$ cat config.mk
export PLATFORM = sky130hd
export DESIGN_NAME = irq_enable_bank
export DESIGN_NICKNAME = d
export VERILOG_FILES = /design/src/rtl/irqen_pkg.sv /design/src/rtl/irqen_decode.sv /design/src/rtl/irqen_mask.sv /design/src/rtl/irqen_rwp.sv /design/src/rtl/irq_enable_bank.sv
export SDC_FILE = /design/constraint.sdc
export NUM_CORES = 1
export LEC_CHECK = 0
export BUFFER_PORTS_ARGS = -buffer_cell sky130_fd_sc_hd__buf_4
export CORE_ASPECT_RATIO = 0.8
export CORE_MARGIN = 4
export CORE_UTILIZATION = 54
export DETAILED_ROUTE_END_ITERATION = 7
export GPL_ROUTABILITY_DRIVEN = 0
export PLACE_DENSITY = 0.93
export SLEW_MARGIN = 20
export SYNTH_ARGS = -nofsm -noshare
export SYNTH_HDL_FRONTEND = slang
export SYNTH_SLANG_ARGS = --single-unit
$ cat constraint.sdc
create_clock -name clk_i -period 2.9 [get_ports clk_i]
set_input_delay 0.145 -clock clk_i [delete_from_list [all_inputs] [get_ports clk_i]]
set_output_delay 0.145 -clock clk_i [all_outputs]
set_load 0.01 [all_outputs]
$ cat src/rtl/irqen_pkg.sv
package irqen_pkg;

    localparam int REG_W     = 32;
    localparam int SGI_COUNT = 16;
    localparam int WIX_W     = 5;

    typedef enum logic [1:0] {
        ACC_NONE = 2'd0,
        ACC_SET  = 2'd1,
        ACC_CLR  = 2'd2,
        ACC_STAT = 2'd3
    } acc_kind_e;

endpackage

$ cat src/rtl/irqen_decode.sv
module irqen_decode
    import irqen_pkg::*;
#(
    parameter int NUM_WORDS = 3,
    parameter int ADDR_W    = 12
) (
    input  logic [ADDR_W-1:0] addr_i,
    output acc_kind_e         kind_o,
    output logic [WIX_W-1:0]  widx_o,
    output logic              word_ok_o
);

    localparam logic [ADDR_W-8:0] SET_REGION = (ADDR_W-7)'(2);
    localparam logic [ADDR_W-8:0] CLR_REGION = (ADDR_W-7)'(3);

    logic aligned;
    logic in_range;

    always_comb begin
        aligned   = (addr_i[1:0] == 2'b00);
        widx_o    = addr_i[6:2];
        in_range  = (int'(widx_o) < NUM_WORDS);
        kind_o    = ACC_NONE;
        word_ok_o = 1'b0;
        if (addr_i == '0) begin
            kind_o = ACC_STAT;
        end else if (aligned && in_range && addr_i[ADDR_W-1:7] == SET_REGION) begin
            kind_o    = ACC_SET;
            word_ok_o = 1'b1;
        end else if (aligned && in_range && addr_i[ADDR_W-1:7] == CLR_REGION) begin
            kind_o    = ACC_CLR;
            word_ok_o = 1'b1;
        end
    end

endmodule

$ cat src/rtl/irqen_mask.sv
module irqen_mask
    import irqen_pkg::*;
#(
    parameter int NUM_IRQ   = 80,
    parameter int NUM_WORDS = 3
) (
    input  logic [WIX_W-1:0]   widx_i,
    input  logic               nonsec_i,
    input  logic               sec_off_i,
    input  logic [NUM_IRQ-1:0] grp_secure_i,
    output logic [REG_W-1:0]   vis_o,
    output logic [REG_W-1:0]   wmask_o,
    output logic [REG_W-1:0]   sgi_o
);

    logic [NUM_WORDS*REG_W-1:0] grp_pad;
    logic [REG_W-1:0]           impl_tab [NUM_WORDS];
    logic [REG_W-1:0]           impl_sel;
    logic [REG_W-1:0]           sec_sel;
    logic                       hide_secure;

    // per-word mask of IDs that exist
    for (genvar w = 0; w < NUM_WORDS; w++) begin : g_impl
        always_comb begin
            for (int b = 0; b < REG_W; b++) begin
                impl_tab[w][b] = ((w * REG_W + b) < NUM_IRQ);
            end
        end
    end

    always_comb begin
        grp_pad                 = '0;
        grp_pad[NUM_IRQ-1:0]    = grp_secure_i;
        impl_sel                = '0;
        sec_sel                 = '0;
        for (int w = 0; w < NUM_WORDS; w++) begin
            if (widx_i == WIX_W'(w)) begin
                impl_sel = impl_tab[w];
                sec_sel  = grp_pad[w*REG_W +: REG_W];
            end
        end
        hide_secure = nonsec_i && !sec_off_i;
        sgi_o       = (widx_i == '0) ? REG_W'((64'd1 << SGI_COUNT) - 64'd1) : '0;
        vis_o       = impl_sel & ~(hide_secure ? sec_sel : '0);
        wmask_o     = vis_o & ~sgi_o;
    end

endmodule

$ cat src/rtl/irqen_rwp.sv
module irqen_rwp #(
    parameter int PEND_DELAY = 4
) (
    input  logic clk_i,
    input  logic rst_ni,
    input  logic clr_hit_i,
    output logic busy_o
);

    localparam int CW = $clog2(PEND_DELAY + 1);

    logic [CW-1:0] cnt_d, cnt_q;

    always_comb begin
        cnt_d = cnt_q;
        if (clr_hit_i) begin
            cnt_d = CW'(PEND_DELAY);
        end else if (cnt_q != '0) begin
            cnt_d = cnt_q - 1'b1;
        end
    end

    always_ff @(posedge clk_i or negedge rst_ni) begin
        if (!rst_ni) cnt_q <= '0;
        else         cnt_q <= cnt_d;
    end

    assign busy_o = (cnt_q != '0);

    // last count with no new clear drops the flag
    a_r8_busy_drop : assert property (@(posedge clk_i) disable iff (!rst_ni)
        (cnt_q == CW'(1) && !clr_hit_i) |=> !busy_o);

    // a fresh clear reloads the full window
    a_r8_reload : assert property (@(posedge clk_i) disable iff (!rst_ni)
        clr_hit_i |=> (cnt_q == CW'(PEND_DELAY)));

endmodule

$ cat src/rtl/irq_enable_bank.sv
module irq_enable_bank
    import irqen_pkg::*;
#(
    parameter int NUM_IRQ    = 80,
    parameter int NUM_PE     = 8,
    parameter int PE_W       = 4,
    parameter int PEND_DELAY = 4,
    parameter int ADDR_W     = 12,
    localparam int NUM_WORDS = (NUM_IRQ + REG_W - 1) / REG_W,
    localparam int NSH       = NUM_WORDS - 1
) (
    input  logic                    clk_i,
    input  logic                    rst_ni,
    input  logic                    req_i,
    input  logic                    we_i,
    input  logic [ADDR_W-1:0]       addr_i,
    input  logic [REG_W-1:0]        wdata_i,
    input  logic                    nonsec_i,
    input  logic [PE_W-1:0]         pe_i,
    output logic [REG_W-1:0]        rdata_o,
    input  logic                    sec_off_i,
    input  logic [NUM_IRQ-1:0]      grp_secure_i,
    output logic [NUM_PE*REG_W-1:0] fwd_priv_o,
    output logic [NSH*REG_W-1:0]    fwd_shared_o,
    output logic                    rwp_o
);

    // NUM_IRQ must exceed 32 so that at least one shared word exists
    localparam logic [PE_W-1:0]  PE_LAST  = PE_W'(NUM_PE - 1);
    localparam logic [REG_W-1:0] SGI_ONES = REG_W'((64'd1 << SGI_COUNT) - 64'd1);

    typedef struct packed {
        logic [NUM_PE-1:0][REG_W-1:0] priv;
        logic [NSH-1:0][REG_W-1:0]    shr;
        logic [REG_W-1:0]             rdata;
    } bank_state_t;

    bank_state_t st_d, st_q;

    acc_kind_e        kind;
    logic [WIX_W-1:0] widx;
    logic             word_ok;
    logic [REG_W-1:0] vis, wmask, sgi;
    logic             busy;
    logic             clr_hit;
    logic             bank_ok;
    logic             mapped;
    logic             word0_sel;
    logic [REG_W-1:0] cur, upd, nxt;

    irqen_decode #(
        .NUM_WORDS (NUM_WORDS),
        .ADDR_W    (ADDR_W)
    ) i_decode (
        .addr_i    (addr_i),
        .kind_o    (kind),
        .widx_o    (widx),
        .word_ok_o (word_ok)
    );

    irqen_mask #(
        .NUM_IRQ   (NUM_IRQ),
        .NUM_WORDS (NUM_WORDS)
    ) i_mask (
        .widx_i       (widx),
        .nonsec_i     (nonsec_i),
        .sec_off_i    (sec_off_i),
        .grp_secure_i (grp_secure_i),
        .vis_o        (vis),
        .wmask_o      (wmask),
        .sgi_o        (sgi)
    );

    irqen_rwp #(
        .PEND_DELAY (PEND_DELAY)
    ) i_rwp (
        .clk_i     (clk_i),
        .rst_ni    (rst_ni),
        .clr_hit_i (clr_hit),
        .busy_o    (busy)
    );

    always_comb begin
        st_d      = st_q;
        word0_sel = word_ok && (widx == '0);
        bank_ok   = !word0_sel || (pe_i <= PE_LAST);
        mapped    = word_ok && bank_ok;

        cur = '0;
        for (int p = 0; p < NUM_PE; p++) begin
            if (word0_sel && pe_i == PE_W'(p)) cur = st_q.priv[p];
        end
        for (int w = 1; w < NUM_WORDS; w++) begin
            if (widx == WIX_W'(w)) cur = st_q.shr[w-1];
        end

        upd = wdata_i & wmask;
        nxt = (kind == ACC_SET) ? (cur | upd) : (cur & ~upd);

        clr_hit = req_i && we_i && mapped && (kind == ACC_CLR) && ((cur & upd) != '0);

        if (req_i && !we_i) begin
            if (kind == ACC_STAT)  st_d.rdata = {{(REG_W-1){1'b0}}, busy};
            else if (mapped)       st_d.rdata = (cur | sgi) & vis;
            else                   st_d.rdata = '0;
        end

        if (req_i && we_i && mapped) begin
            for (int p = 0; p < NUM_PE; p++) begin
                if (word0_sel && pe_i == PE_W'(p)) st_d.priv[p] = nxt;
            end
            for (int w = 1; w < NUM_WORDS; w++) begin
                if (widx == WIX_W'(w)) st_d.shr[w-1] = nxt;
            end
        end
    end

    always_ff @(posedge clk_i or negedge rst_ni) begin
        if (!rst_ni) st_q <= '0;
        else         st_q <= st_d;
    end

    always_comb begin
        for (int p = 0; p < NUM_PE; p++) begin
            fwd_priv_o[p*REG_W +: REG_W] = st_q.priv[p] | SGI_ONES;
        end
    end
    assign fwd_shared_o = st_q.shr;
    assign rdata_o      = st_q.rdata;
    assign rwp_o        = busy;

    // ---------------------------------------------------------------
    // assertions
    // ---------------------------------------------------------------
    logic [NUM_WORDS*REG_W-1:0] grp_full;
    always_comb begin
        grp_full              = '0;
        grp_full[NUM_IRQ-1:0] = grp_secure_i;
    end

    // a clear that turns something off raises the pending flag
    a_r8_rwp_rise : assert property (@(posedge clk_i) disable iff (!rst_ni)
        clr_hit |=> rwp_o);

    // out-of-range PE cannot touch any bank of word 0
    a_r6_pe_oob : assert property (@(posedge clk_i) disable iff (!rst_ni)
        (req_i && we_i && word_ok && widx == '0 && pe_i > PE_LAST) |=> $stable(fwd_priv_o));

    // non-secure writes never move secure shared bits
    a_r5_ns_guard : assert property (@(posedge clk_i) disable iff (!rst_ni)
        (req_i && we_i && nonsec_i && !sec_off_i)
        |=> (((fwd_shared_o ^ $past(fwd_shared_o)) & $past(grp_full[NUM_WORDS*REG_W-1:REG_W])) == '0));

    // writes to unmapped offsets leave every enable alone
    a_r9_unmapped : assert property (@(posedge clk_i) disable iff (!rst_ni)
        (req_i && we_i && !word_ok) |=> ($stable(fwd_priv_o) && $stable(fwd_shared_o)));

    // absent IDs never enable
    if (NUM_WORDS * REG_W > NUM_IRQ) begin : g_unimpl_chk
        a_r4_unimpl_zero : assert property (@(posedge clk_i) disable iff (!rst_ni)
            fwd_shared_o[NSH*REG_W-1 : NUM_IRQ-REG_W] == '0);
    end

endmodule

==> results by group <==
CTS
  – Postcts setup bufs: 0
  – Clock slew at reported path FFs: 0.07 ns
  – Clk root buf: clkbuf_16
  – Worst-Skew Late Latency: 0.55 ns
  – Clk sink count: 355
  – Bufs on Longest Clock Path: 3
  – CTS tree: built
  – Number of H-tree levels: 2
  – Total CTS buffers: 37

Critical path
  – Critical Path AT: 3.24 ns
  – R2r setup slk: 0.1 ns
  – Setup crit end kind: flop
  – Crit path cell chain: mux4_2, o211ai_1, a311o_1, o221ai_1, a2111oi_0, nand2_1, o41ai_2
  – Max stage delay on crit path: 0.54 ns
  – Worst reg2reg path depth: 7
  – Last element of the critical path: i_rwp.cnt_q[0]
  – Required @ worst endpoint: 3.34 ns
  – Launch point of the worst reg-to-reg path: fwd_priv_o[31]
  – Worst r2r dst: i_rwp.cnt_q[0]
  – Crit path from: fwd_priv_o[31]
  – WS Path Type: reg -> reg
  – Startpoint types: flop
  – Crit Path Max Fanout: 3
  – CP max stage cell: mux4_2

Die
  – Full die area: 38,700 µm²
  – Initial Utilization: 54.9%
  – I/O Pins: 487
  – Core footprint: 35,000 µm²
  – Die Ht: 177 µm
  – # rows: 61
  – Die X: 219 µm

Synth
  – Ys async rst share: 100%
  – Top FF cell, synth: dfrtp_1
  – Simple-gate area share of the yosys netlist: 12.1%
  – Compound-Gate Fraction of Synth Area: 15.8%
  – Avg Inst Size Synth: 9.32 µm²
  – Synthesized instance count: 2,060
  – Seq/Total Area, Yosys: 46.3%
  – Syn. warnings: 0
  – Unique masters post-synth: 88
  – EDFF count, synth: 0
  – Post-Synth Adder-Cell Area: 0.130%
  – Mapped cell area: 19,200 µm²
  – Mux contribution to synthesized area: 6.14%
  – Xor/xnor cell area share of the yosys netlist: 0.0456%
  – Yosys reg bits: 355
  – Largest family of logic cells by synthesized area: buffers and inverters

Timing
  – Setup WS post-layout: 0.0996 ns
  – Unrepaired setup endpoints after global routing: no
  – Post-route clock period utilization: 96.6%
  – Fin. max-slew vios: 0
  – Least-Margin Pin Slew: 0.815 ns
  – Post-route minimum period: 2.80 ns
  – Worst Skew: 0.0276 ns
  – Setup violators final: 0
  – Slew headroom: 45.1%
  – F_max: 0.357 GHz
  – Final hold vios: 0

Global routing
  – Vias in the first global route: 15,600
  – Total GRT Usage: 32.7%
  – Largest net degree at the start of global routing: 101
  – Global-route wire length before repair: 96,900 µm
  – Initial antenna violation count: 3
  – GRT overflow: 0

Pwr
  – Total power: 0.0110 W
  – Worst vdd ir: 350 µV
  – Power density over the cells: 510 nW/µm²
  – P_leak: 10.5 nW

Routing
  – Vias/cell: 6.17
  – DR iter-0 viols: 2,419
  – DRT Wirelength: 66,300 µm
  – Drc violations: 0
  – Routed via count: 16,100
  – TritonRoute pass-1 iters: 7
  – DRT antenna net count: 0
  – Wire per inst: 25.4 µm

Flow run
  – Max-cap violations: 0

Layout
  – Commonest non-fill, non-tap cells in the layout: buf_4 (468), dfrtp_1 (355), nand2_1 (270)
  – Most common cell after layout, fill and taps aside: buf_4
  – Finished layout cell area: 21,600 µm²
  – Layout cells sized above 1: 29.0%
  – Nets: 2,243
  – P&R area growth vs syn: 12.6%
  – Final core utilization: 61.9%

Placed design
  – Hpwl dp: 49,700 µm
  – Pre-CTS setup slack: -0.0296 ns
  – Placed cell area: 20,300 µm²
  – Number of port buffers: 358

Hold path
  – Worst hold path type: in -> reg

Status
  – Status: finished clean
-- sequential cells by signal, summed over array words and instances, names as in the netlist --
register	flops
i_rwp.cnt_q	3
fwd_priv_o	128
fwd_shared_o	64
rdata_o	32
st_q	128
-- power by group --
| group | total, W | switching (W) | internal (W) |
|---|---|---|---|
| clock | 0.00491 | 0.00206 | 0.00285 |
| combinational | 0.00113 | 0.000706 | 0.000424 |
| sequential | 0.00498 | 0.00000990 | 0.00497 |
| total | 0.0110 | 0.00278 | 0.00825 |
-- per-stage QoR --
step | setup TNS (ns) | hold WS [ns] | std cells
final | 0 | 0.0215 | 2605
after floorplan | 0 | -0.151 | 2187
after global routing | 0 | 0.0261 | 2604
after global placement | 0 | 0.152 | 2532
after detailed placement | -0.0296 | 0.164 | 2532
after CTS | 0 | 0.00302 | 2603
-- cells in the mapped netlist, types with 16 or more instances --
master / count / share of area [%]
o21ai_0: 214 / 5.6
a21oi_1: 71 / 1.9
o211ai_1: 19 / 0.74
nor3_1: 27 / 0.70
nand2_1: 271 / 5.3
o31ai_1: 18 / 0.70
nand2b_1: 16 / 0.52
nand3_1: 24 / 0.63
dfrtp_1: 355 / 46
mux2i_1: 41 / 2.1
o22ai_1: 24 / 0.78
buf_4: 356 / 14
mux4_2: 19 / 2.2
mux2_2: 28 / 1.6
clkbuf_1: 227 / 4.4
nor2_1: 95 / 1.9
-- how the worst min path moves through the flow --
stage / from / end / slack [ns] / cells after the start
2_1_floorplan: rst_ni / fwd_priv_o[112] / -0.15 / 0
3_3_place_gp: rst_ni / fwd_priv_o[127] / 0.15 / 1
3_5_place_dp: rst_ni / fwd_priv_o[127] / 0.16 / 1
4_1_cts: grp_secure_i[25] / rdata_o[25] / 0.003 / 4
5_1_grt: grp_secure_i[25] / rdata_o[25] / 0.03 / 4
6_report: grp_secure_i[30] / rdata_o[30] / 0.02 / 4
-- area by class of cell --
class / instances / area, µm²
inverter: 12 / 45.0
tap: 472 / 591
fill: 2654 / 13300
antenna: 2 / 5.00
sequential: 355 / 8880
multi-input combinational: 1216 / 7100
clock inverter: 12 / 179
clock buffer: 51 / 1060
timing repair buffer: 485 / 3770
-- worst max-delay path: cells and delay by family (launching register included) --
family	cells	cell delay, ns
compound gates	5	1.53
mux	1	0.54
flops	1	0.42
simple gates	1	0.18
-- cells by family after synthesis --
logic type / after synthesis
adders and majority gates: 2
buffers and inverters: 616
xor gates and xnor gates: 1
DFF: 355
AOI/OAI and AO/OA: 486
muxes: 89
other: 1
and+or+nand+nor: 510
-- metal layers --
metal	vias to the layer above	GRT usage (%)	part of all wire [%]
li1	6624	-	-
met1	7608	41.9	34
met2	1550	50.0	44
met3	301	12.4	16
met4	0	13.7	5.6
met5	-	0	0
-- timing repair --
| action | in CTS | in global routing |
|---|---|---|
| endpoints found under the hold margin | 74 | 0 |
| endpoints found under the setup margin | 0 | 3 |
| hold buffers | 8 | 0 |
| resized for setup | 0 | 2 |
No activity file was read; power rests on OpenSTA's default activity.
